**config.mk**
```make
export PLATFORM = sky130hd
export DESIGN_NAME = ocv_startup_seq
export DESIGN_NICKNAME = d
export VERILOG_FILES = /design/src/rtl/ocv_seq_pkg.sv /design/src/rtl/ocv_seq_dp.sv /design/src/rtl/ocv_seq_swap.sv /design/src/rtl/ocv_seq_ctrl.sv /design/src/rtl/ocv_startup_seq.sv
export SDC_FILE = /design/constraint.sdc
export NUM_CORES = 1
export LEC_CHECK = 0
export BUFFER_PORTS_ARGS = -buffer_cell sky130_fd_sc_hd__buf_2
export CAP_MARGIN = 25
export CORE_MARGIN = 1.5
export CORE_UTILIZATION = 57
export CTS_CLUSTER_SIZE = 14
export DETAILED_ROUTE_END_ITERATION = 6
export PLACE_DENSITY = 0.8
export SLEW_MARGIN = 20
export SYNTH_ARGS = -nofsm -noshare
export SYNTH_HDL_FRONTEND = slang
export SYNTH_HIERARCHICAL = 1
export SYNTH_SLANG_ARGS = --single-unit
export TNS_END_PERCENT = 1
```
**constraint.sdc**
```tcl
create_clock -name clk -period 4.21 [get_ports clk]
set_input_delay 1.0525 -clock clk [delete_from_list [all_inputs] [get_ports clk]]
set_output_delay 1.0525 -clock clk [all_outputs]
set_load 0.005 [all_outputs]
```
**src/rtl/ocv_seq_pkg.sv**
```systemverilog
package ocv_seq_pkg;
  // Strobes from control to datapath
  typedef struct packed {
    logic clrMax;  // restart: drop the running maximum
    logic fold;    // window tick: fold latest sample into maximum
  } dp_strobe_t;
endpackage

```
**src/rtl/ocv_seq_dp.sv**
```systemverilog
module ocv_seq_dp
  import ocv_seq_pkg::*;
#(
  parameter int SAMPLE_W = 12
) (
  input  logic                clk,
  input  logic                rstN,
  input  logic                sampleValid,
  input  logic [SAMPLE_W-1:0] sampleData,
  input  dp_strobe_t          ctl,
  output logic [SAMPLE_W-1:0] ocvValue
);
  logic [SAMPLE_W-1:0] latest;
  logic [SAMPLE_W-1:0] maxReg;

  always_ff @(posedge clk) begin
    if (!rstN) begin
      latest <= '0;
      maxReg <= '0;
    end else begin
      if (sampleValid) latest <= sampleData;
      if (ctl.clrMax) maxReg <= '0;
      else if (ctl.fold && (latest > maxReg)) maxReg <= latest;
    end
  end

  assign ocvValue = maxReg;


  max_monotonic_chk: assert property (@(posedge clk) disable iff (!rstN)
    !ctl.clrMax |=> (maxReg >= $past(maxReg)));

  max_cleared_chk: assert property (@(posedge clk) disable iff (!rstN)
    ctl.clrMax |=> (maxReg == '0));
endmodule

```
**src/rtl/ocv_seq_swap.sv**
```systemverilog
module ocv_seq_swap #(
  parameter int SAMPLE_W  = 12,
  parameter int THR_W     = 7,
  parameter int THR_SHIFT = 5,
  parameter int FAST_MS   = 1,
  parameter int SLOW_MS   = 250
) (
  input  logic                clk,
  input  logic                rstN,
  input  logic                msTick,
  input  logic                sampleValid,
  input  logic [SAMPLE_W-1:0] sampleData,
  input  logic                cmpLow,
  input  logic                cmpEnable,
  input  logic [THR_W-1:0]    resetThr,
  output logic                swapFire
);
  localparam int DLY_MAX = (FAST_MS > SLOW_MS) ? FAST_MS : SLOW_MS;
  localparam int CNT_W   = $clog2(DLY_MAX + 1);

  logic [SAMPLE_W-1:0] thrLevel;
  logic                lowCond, highCond;
  logic [CNT_W-1:0]    limitM1;
  logic                seen, waiting;
  logic [CNT_W-1:0]    dcnt;

  assign thrLevel = SAMPLE_W'({resetThr, {THR_SHIFT{1'b0}}});
  assign lowCond  = cmpEnable ? cmpLow  : (sampleValid && (sampleData <  thrLevel));
  assign highCond = cmpEnable ? !cmpLow : (sampleValid && (sampleData >= thrLevel));
  assign limitM1  = cmpEnable ? CNT_W'(FAST_MS - 1) : CNT_W'(SLOW_MS - 1);
  assign swapFire = waiting && msTick && !lowCond && (dcnt >= limitM1);

  always_ff @(posedge clk) begin
    if (!rstN) begin
      seen    <= 1'b0;
      waiting <= 1'b0;
      dcnt    <= '0;
    end else if (lowCond) begin
      seen    <= 1'b1;
      waiting <= 1'b0;
      dcnt    <= '0;
    end else if (seen && highCond) begin
      seen    <= 1'b0;
      waiting <= 1'b1;
      dcnt    <= '0;
    end else if (waiting && msTick) begin
      if (dcnt >= limitM1) begin
        waiting <= 1'b0;
        dcnt    <= '0;
      end else begin
        dcnt <= dcnt + 1'b1;
      end
    end
  end


  arm_needs_low_chk: assert property (@(posedge clk) disable iff (!rstN)
    $rose(waiting) |-> $past(seen));

  fire_ends_wait_chk: assert property (@(posedge clk) disable iff (!rstN)
    swapFire |=> !waiting);
endmodule

```
**src/rtl/ocv_seq_ctrl.sv**
```systemverilog
module ocv_seq_ctrl
  import ocv_seq_pkg::*;
#(
  parameter int WIN_SAMPLES = 16,
  parameter int OCV_MS      = 17,
  parameter int SOC_MS      = 175
) (
  input  logic       clk,
  input  logic       rstN,
  input  logic       msTick,
  input  logic       qsPin,
  input  logic       qsWrite,
  input  logic       swapFire,
  output dp_strobe_t dpCtl,
  output logic       restartPulse,
  output logic       ocvReady,
  output logic       socReady,
  output logic       qsPending
);
  localparam int SOC_AT = OCV_MS + SOC_MS;
  localparam int CNT_W  = $clog2(SOC_AT + 1);

  logic             startPend;
  logic             qsMeta, qsSync, qsPrev;
  logic             qsRise, restartReq;
  logic [CNT_W-1:0] msCnt;

  assign qsRise     = qsSync && !qsPrev;
  assign restartReq = startPend || qsRise || qsPending || swapFire;

  always_comb begin
    dpCtl.clrMax = restartReq;
    dpCtl.fold   = msTick && !restartReq && (msCnt < CNT_W'(WIN_SAMPLES));
  end

  always_ff @(posedge clk) begin
    if (!rstN) begin
      startPend    <= 1'b1;
      qsMeta       <= 1'b0;
      qsSync       <= 1'b0;
      qsPrev       <= 1'b0;
      qsPending    <= 1'b0;
      restartPulse <= 1'b0;
      msCnt        <= '0;
      ocvReady     <= 1'b0;
      socReady     <= 1'b0;
    end else begin
      startPend    <= 1'b0;
      qsMeta       <= qsPin;
      qsSync       <= qsMeta;
      qsPrev       <= qsSync;
      if (qsWrite) qsPending <= 1'b1;
      else if (qsPending) qsPending <= 1'b0;
      restartPulse <= restartReq;
      if (restartReq) begin
        msCnt    <= '0;
        ocvReady <= 1'b0;
        socReady <= 1'b0;
      end else if (msTick && (msCnt != CNT_W'(SOC_AT))) begin
        msCnt <= msCnt + 1'b1;
        if (msCnt == CNT_W'(OCV_MS - 1)) ocvReady <= 1'b1;
        if (msCnt == CNT_W'(SOC_AT - 1)) socReady <= 1'b1;
      end
    end
  end


  soc_after_ocv_chk: assert property (@(posedge clk) disable iff (!rstN)
    socReady |-> ocvReady);

  ocv_rise_tick_chk: assert property (@(posedge clk) disable iff (!rstN)
    $rose(ocvReady) |-> $past(msTick));

  restart_clears_chk: assert property (@(posedge clk) disable iff (!rstN)
    restartPulse |-> (!ocvReady && !socReady));

  qs_selfclear_chk: assert property (@(posedge clk) disable iff (!rstN)
    (qsPending && !qsWrite) |=> !qsPending);
endmodule

```
**src/rtl/ocv_startup_seq.sv**
```systemverilog
module ocv_startup_seq
  import ocv_seq_pkg::*;
#(
  parameter int SAMPLE_W    = 12,
  parameter int THR_W       = 7,
  parameter int THR_SHIFT   = 5,
  parameter int WIN_SAMPLES = 16,
  parameter int OCV_MS      = 17,
  parameter int SOC_MS      = 175,
  parameter int FAST_MS     = 1,
  parameter int SLOW_MS     = 250
) (
  input  logic                clk,
  input  logic                rstN,
  input  logic                msTick,
  input  logic                sampleValid,
  input  logic [SAMPLE_W-1:0] sampleData,
  input  logic                qsPin,
  input  logic                qsWrite,
  input  logic                cmpLow,
  input  logic                cmpEnable,
  input  logic [THR_W-1:0]    resetThr,
  output logic [SAMPLE_W-1:0] ocvValue,
  output logic                ocvReady,
  output logic                socReady,
  output logic                restartPulse,
  output logic                qsPending
);
  dp_strobe_t dpCtl;
  logic       swapFire;

  ocv_seq_swap #(
    .SAMPLE_W(SAMPLE_W), .THR_W(THR_W), .THR_SHIFT(THR_SHIFT),
    .FAST_MS(FAST_MS), .SLOW_MS(SLOW_MS)
  ) uSwap (
    .clk(clk), .rstN(rstN), .msTick(msTick), .sampleValid(sampleValid),
    .sampleData(sampleData), .cmpLow(cmpLow), .cmpEnable(cmpEnable),
    .resetThr(resetThr), .swapFire(swapFire)
  );

  ocv_seq_ctrl #(
    .WIN_SAMPLES(WIN_SAMPLES), .OCV_MS(OCV_MS), .SOC_MS(SOC_MS)
  ) uCtrl (
    .clk(clk), .rstN(rstN), .msTick(msTick), .qsPin(qsPin),
    .qsWrite(qsWrite), .swapFire(swapFire), .dpCtl(dpCtl),
    .restartPulse(restartPulse), .ocvReady(ocvReady),
    .socReady(socReady), .qsPending(qsPending)
  );

  ocv_seq_dp #(.SAMPLE_W(SAMPLE_W)) uDp (
    .clk(clk), .rstN(rstN), .sampleValid(sampleValid),
    .sampleData(sampleData), .ctl(dpCtl), .ocvValue(ocvValue)
  );
endmodule

```
==> summary.txt, run 1 <==
STA
  • Relative slew margins: 37.5%
  • Achievable clock frequency: 296 MHz
  • Setup tns final: 0 ns
  • Number of hold violations in the final report: 0
  • Unrepaired setup endpoints after global routing: false
  • Final Skew: 0.00742 ns
  • Worst setup margin: 0.828 ns
  • Final worst-path cycle share: 80.3%
  • Transition time at the pin with the least slew margin: 0.932 ns
  • Max-slew violations: 0
  • Final min period: 3.38 ns
  • Final setup violation count: 0

Clock network
  • Clock tree root driver cell: clkbuf_8
  • Setup repair bufs after CTS: 0
  • Cts hold-fix bufs: 0
  • Number of CTS-inserted buffers: 5
  • Deepest level of the CTS H-tree: 2
  • Number of cells upsized or downsized after cts: 0
  • Clock transition at the register clock pins on the worst setup and hold paths after CTS: 0.09 ns
  • Sink Count: 50
  • Clock tree from TritonCTS: yes
  • Skew-Pair Late Insertion Delay: 0.30 ns
  • Buffer levels on the longest clock path: 2

Hold path
  • Path category of the worst min-delay check: reg2reg
  • Destination of the worst hold path: uCtrl/socReady
  • Hold Crit Depth: 2
  • Hold wc startpoint: uCtrl/socReady

Synth
  • Fraction of the yosys area taken by sequential cells: 33.9%
  • Number of enable-type register cells in the synthesized netlist: 0
  • Number of library cell types mapped by synthesis: 56
  • Post-Synthesis Cells: 333
  • Netlist area before placement: 2950 um2
  • #FFs+latches synth: 50
  • Total number of yosys warnings: 6
  • Dominant synthesized flop cell: dfxtp_1
  • Synthesized area divided by synthesized cell count: 8.86 um2
  • Total nets after synthesis: 388
  • Ys async rst share: 0%

Global routing
  • Via count of the first global-routing pass: 2359
  • GRT Util Overall: 23.8%
  • Aggregate global routing overflow: 0
  • Wire length of the first global-routing pass: 10500 um
  • Number of antenna violations at the first check in global routing: 0
  • Maximum number of pins on one net before global-route repair: 37

Layout
  • Antenna Cells: 0
  • Area growth, synth to finish: 10.2%
  • Number of cells in the finished layout apart from fillers: 440
  • Final #Nets: 428
  • Proportion of layout cells with a drive suffix above 1: 19.3%
  • Count of fill cells added during filler insertion: 413

Worst setup path
  • Top cell by count, worst path: nand3_1
  • Standard cell with the maximum stage delay on the critical path: nor3b_1
  • Arrival time reported for the critical path endpoint: 3.57 ns
  • Crit Path Class: in2reg
  • Nature of the critical path endpoint: flip-flop
  • Required time reported for the critical path endpoint: 4.40 ns
  • Ordered list of cells on the worst path: buf_2, inv_1, ha_1, nor4b_1, o21ai_0, a41oi_1, nor3_1, nor3_2, nand2_1, nor3b_1, o31ai_2, nand3_1, nand3_1
  • R2r startpoint: uSwap/dcnt[0]
  • R2r setup slk: 1.41 ns
  • Maximum fanout encountered on the critical timing path: 12
  • Critical path startpoint category: input pin
  • Critical register-to-register path endpoint: uDp/ocvValue[2]
  • Number of cell instances on the worst register-to-register path: 12
  • Largest incremental delay on the critical path: 0.34 ns

Die
  • Total die area: 5610 um2
  • Initial standard-cell utilization of the core: 60.8%
  • Io pins: 43
  • Chip width: 74.9 um
  • Standard cell core area: 4850 um2
  • Chip height: 74.9 um
  • Site row count: 25

Flow run
  • Count of maximum capacitance violations: 0

Placement
  • Cell Count Post-Placement: 433
  • Post-Place Worst Slack: 0.514 ns
  • Final HPWL DP: 4640 um
  • Routability congestion estimate from global placement: 0.842
  • Number of input and output port buffers inserted: 42

Outcome
  • Run status: finished clean

Detailed routing
  • Post-Route WL: 6230 um
  • Routed met1 length: 3140 um
  • Residual DRC: 0
  • Iteration count of the initial detailed-routing pass: 5
  • Detailed-route vias per instance: 5.85
  • Post-route antenna net violation count: 0
  • Uppermost layer routed: met4
  • Wire length on met2: 2710 um
  • Total number of vias: 2576
  • Routed wire length on met3: 287 um
  • Initial detailed-routing violation count: 210
  • Average wire per cell in the routed design: 14.2 um

Power and ir drop
  • Total power divided by cell area: 284 nW/um2
  • Worst vdd ir: 0.000247 V
  • Pleak: 1.35 nW
## cell usage after synthesis (3+ instances only)
cell	number	area (um2)
nand2_1	16	60.1
buf_2	4	20.0
xor2_1	5	43.8
nand4_1	25	156
nor3_1	7	35.0
mux2i_1	14	140
and2_1	5	31.3
inv_1	29	109
nor2b_1	14	87.6
a21oi_2	3	26.3
buf_4	3	22.5
a21oi_1	13	65.1
ha_1	28	350
nor2_1	13	48.8
or4_1	3	22.5
dfxtp_1	50	1000
nand3_1	35	175
o2111ai_1	12	105
o21ai_0	7	35.0
## layer usage
layer,up-vias,GRT usage (%)
li1,1309,-
met1,1195,33.9
met2,62,36.8
met3,10,4.55
met4,0,7.27
met5,-,0
## worst max path at each step
stage / start / end / slack (ns) / cells past startpoint
6_report: cmpEnable / uDp/ocvValue[2] / 0.83 / 13
2_1_floorplan: resetThr[4] / uDp/ocvValue[10] / 0.61 / 14
5_1_grt: cmpEnable / uDp/ocvValue[7] / 0.48 / 13
3_3_place_gp: cmpEnable / uDp/ocvValue[10] / 0.59 / 13
4_1_cts: cmpEnable / uDp/ocvValue[2] / 0.81 / 13
3_5_place_dp: cmpEnable / uDp/ocvValue[2] / 0.51 / 13
## per-stage QoR
step | hold WS (ns) | utilization (%) | power (mW) | instance area (um2)
detailed placement | 0.436 | 65.4 | 0.663 | 3170
CTS | 0.450 | 67.0 | 0.926 | 3250
finish | 0.449 | 67.0 | 0.922 | 3250
global placement | 0.414 | 65.4 | 0.656 | 3170
floorplan | 0.412 | - | 0.625 | 2950
global route | 0.476 | 67.0 | 0.961 | 3250
## cells in the final DEF (no fill, tap or decap), types with 5 or more instances in the layout
cell / n
and2_1: 5
xor2_1: 5
inv_1: 29
ha_1: 28
nor3_1: 7
buf_2: 42
nand2_1: 16
nor2_1: 13
buf_4: 6
o2111ai_1: 12
dfxtp_1: 50
o21ai_0: 7
a21oi_1: 13
nand3_1: 35
clkbuf_8: 5
mux2i_1: 14
nor2b_1: 13
nand4_1: 25
## cell families (layout without fill, tap and decap cells)
kind of cell / count (synthesis) / in the layout / share of synthesized area (%)
xor gates and xnor gates: 7 / 7 / 2.08
muxes: 14 / 14 / 4.75
DFF: 50 / 50 / 33.9
AOI/OAI and AO/OA: 55 / 55 / 14.0
adders and majority gates: 28 / 28 / 11.9
buffers and inverters: 45 / 85 / 7.89
and+or+nand+nor: 134 / 134 / 25.4
## worst max-delay path, delay by kind of cell
kind	cells	cell delay, ns
AO/OA/AOI/OAI	3	0.71
adder cells (fa/ha/maj)	1	0.30
buffers and inverters	2	0.29
AND/OR/NAND/NOR	7	1.22
## sequential cells by signal, indices dropped and copies added, names as in the netlist
name	cells
uSwap/waiting	1
uCtrl/socReady	1
uCtrl/ocvReady	1
uSwap/seen	1
uCtrl/msCnt	8
uCtrl/qsMeta	1
uSwap/dcnt	8
uCtrl/qsPending	1
uCtrl/qsSync	1
uCtrl/startPend	1
uDp/latest	12
uCtrl/qsPrev	1
uCtrl/restartPulse	1
uDp/ocvValue	12
## power by group
group	internal [mW]	leakage (nW)	switching, mW
Combinational	0.0603	0.902	0.0988
Clock	0.112	0.0438	0.157
Sequential	0.485	0.407	0.00957
## layout make-up
| cell class | instances | area, um2 | area share (%) |
|---|---|---|---|
| multi-input cells | 238 | 1720 | 52.9 |
| flip-flops and latches | 50 | 1000 | 30.8 |
| repair buffers | 48 | 255 | 7.86 |
| inverters | 30 | 113 | 3.47 |
| well taps | 67 | 83.8 | 2.58 |
| clock buffers | 5 | 68.8 | 2.12 |
| clock inverters | 2 | 10.0 | 0.308 |
No activity file was read; power rests on OpenSTA's default activity.
==> inputs of run 2 (changes only) <==
==> constraint.sdc (replaced) <==
create_clock -name clk -period 3.5 [get_ports clk]
set_input_delay 0.875 -clock clk [delete_from_list [all_inputs] [get_ports clk]]
set_output_delay 0.875 -clock clk [all_outputs]
set_load 0.005 [all_outputs]
==> summary.txt, run 2 (synthesis gave the netlist of run 1 again) <==
Placement
  • Routability congestion estimate from global placement: 0.850
  • Number of input and output port buffers inserted: 42
  • Final HPWL DP: 4650 um
  • Post-Place Worst Slack: -0.0719 ns
  • Cell Count Post-Placement: 434

Layout
  • Most frequent cells in the layout: dfxtp_1 (50), buf_2 (42), nand3_1 (35), inv_1 (29), ha_1 (28)
  • Number of cells in the finished layout apart from fillers: 442
  • Total area of multi-input combinational cells: 1720 um2
  • Share of the core filled with cells in the final layout: 67.8%
  • Final #Nets: 429
  • Register area: 1000 um2
  • Area growth, synth to finish: 11.5%
  • Proportion of layout cells with a drive suffix above 1: 19.7%
  • Most common cell after layout, fill and taps aside: dfxtp_1
  • Antenna Cells: 0
  • Count of fill cells added during filler insertion: 385

Clock network
  • Skew-Pair Late Insertion Delay: 0.30 ns
  • Sink Count: 50
  • Number of CTS-inserted buffers: 5
  • Clock transition at the register clock pins on the worst setup and hold paths after CTS: 0.09 ns
  • Setup repair bufs after CTS: 0
  • Cts hold-fix bufs: 0
  • Clock tree root driver cell: clkbuf_8
  • Deepest level of the CTS H-tree: 2
  • Buffer levels on the longest clock path: 2
  • Number of cells upsized or downsized after cts: 0
  • Clock tree from TritonCTS: yes

Power and ir drop
  • Clock power frac: 30.4%
  • Internal cell power: 0.818 mW
  • Total power divided by cell area: 346 nW/um2
  • Combinational Power Share: 17.4%
  • Pleak: 1.37 nW
  • Worst vdd ir: 0.000327 V
  • Sw frac: 28.0%
  • Seq pwr share: 52.3%
  • Psw: 0.318 mW

Detailed routing
  • Iteration count of the initial detailed-routing pass: 4
  • Residual DRC: 0
  • Detailed-route vias per instance: 5.79
  • Average wire per cell in the routed design: 14.3 um
  • Total number of vias: 2558
  • Post-Route WL: 6310 um
  • Post-route antenna net violation count: 0
  • Initial detailed-routing violation count: 185

STA
  • Max-slew violations: 0
  • Unrepaired setup endpoints after global routing: false
  • Final worst-path cycle share: 91.9%
  • Number of hold violations in the final report: 0
  • Final Skew: 0.00869 ns
  • Transition time at the pin with the least slew margin: 0.932 ns
  • Worst hold slack across all endpoints: 0.438 ns
  • Relative slew margins: 37.5%
  • Final setup violation count: 0
  • Setup tns final: 0 ns
  • Worst setup margin: 0.285 ns
  • Final min period: 3.22 ns
  • Achievable clock frequency: 311 MHz

Global routing
  • Number of antenna violations at the first check in global routing: 0
  • Maximum number of pins on one net before global-route repair: 37
  • Via count of the first global-routing pass: 2336
  • Aggregate global routing overflow: 0
  • Wire length of the first global-routing pass: 10100 um
  • GRT Util Overall: 23.1%

Worst setup path
  • Gate family responsible for the most delay along the worst path: compound AO/OA/AOI/OAI gates
  • Ordered list of cells on the worst path: buf_2, ha_1, a211oi_2, o21ai_1, o41ai_1, nor3_1, nor3_2, nand2_1, nor3b_2, o31a_1, buf_4, o2111ai_1, nand3_1
  • Required time reported for the critical path endpoint: 3.74 ns
  • Critical path startpoint category: input pin
  • Buf/Inv on CP: 2
  • Standard cell with the maximum stage delay on the critical path: o41ai_1
  • Arrival time reported for the critical path endpoint: 3.46 ns
  • Largest incremental delay on the critical path: 0.50 ns
  • Nature of the critical path endpoint: flip-flop
  • Maximum fanout encountered on the critical timing path: 12
  • Crit Path Class: in2reg

Die
  • Standard cell core area: 4850 um2
  • Initial standard-cell utilization of the core: 60.8%
  • Chip height: 74.9 um
  • Chip width: 74.9 um
  • Io pins: 43
  • Site row count: 25
  • Total die area: 5610 um2

Outcome
  • Run status: finished clean

Hold path
  • Path category of the worst min-delay check: reg2reg

Flow run
  • Count of maximum capacitance violations: 0
run 2: layout make-up:
cell class                      instances  area share, %
Timing Repair Buffer                   49           8.37
Clock buffer                            7           2.63
Inverter                               30           3.43
Sequential cell                        50           30.5
Tap cell                               67           2.55
Clock inverter                          1          0.152
Multi-Input combinational cell        238           52.4
run 2: metrics by stage:
stage	area, um2	power [mW]
after floorplan	2950	0.752
after global placement	3190	0.793
after detailed placement	3190	0.799
after CTS	3280	1.14
after global routing	3290	1.19
final	3290	1.14
run 2: worst register-to-register path: stages (launching register included):
cell and delay [ns]:
dfxtp_1 0.41, inv_1 0.09, ha_1 0.27, nor4b_1 0.23
o21ai_0 0.12, a41oi_1 0.26, nor3_1 0.10, nor3_2 0.15
nand2_1 0.11, nor3b_2 0.25, o31a_1 0.18, buf_4 0.19
o2111ai_1 0.15, nand3_1 0.11
run 2: per-layer routing:
metal	GRT usage [%]	vias up	share of wire, %
li1	-	1314	-
met4	5.66	0	0.49
met5	0	-	0
met3	4.55	4	4.8
met2	38.2	67	46
met1	31.2	1173	48
run 2: path summary, 6_finish.rpt:
kind                  from              end  slack [ns]  cells past startpoint
max reg2reg  uSwap/dcnt[0]  uDp/ocvValue[7]        0.82                     13
min reg2reg   uCtrl/qsMeta     uCtrl/qsSync        0.44                      1
min           uCtrl/qsMeta     uCtrl/qsSync        0.44                      1
max          sampleData[9]  uDp/ocvValue[7]        0.28                     13
run 2: power groups by stage:
| stage | Clock (mW) | Sequential (mW) | Combinational [mW] |
|---|---|---|---|
| finish | 0.345 | 0.594 | 0.197 |
| global route | 0.378 | 0.596 | 0.217 |
| CTS | 0.354 | 0.594 | 0.194 |
| detailed placement | 0 | 0.607 | 0.192 |
| global placement | 0 | 0.607 | 0.186 |
| floorplan | 0 | 0.604 | 0.148 |
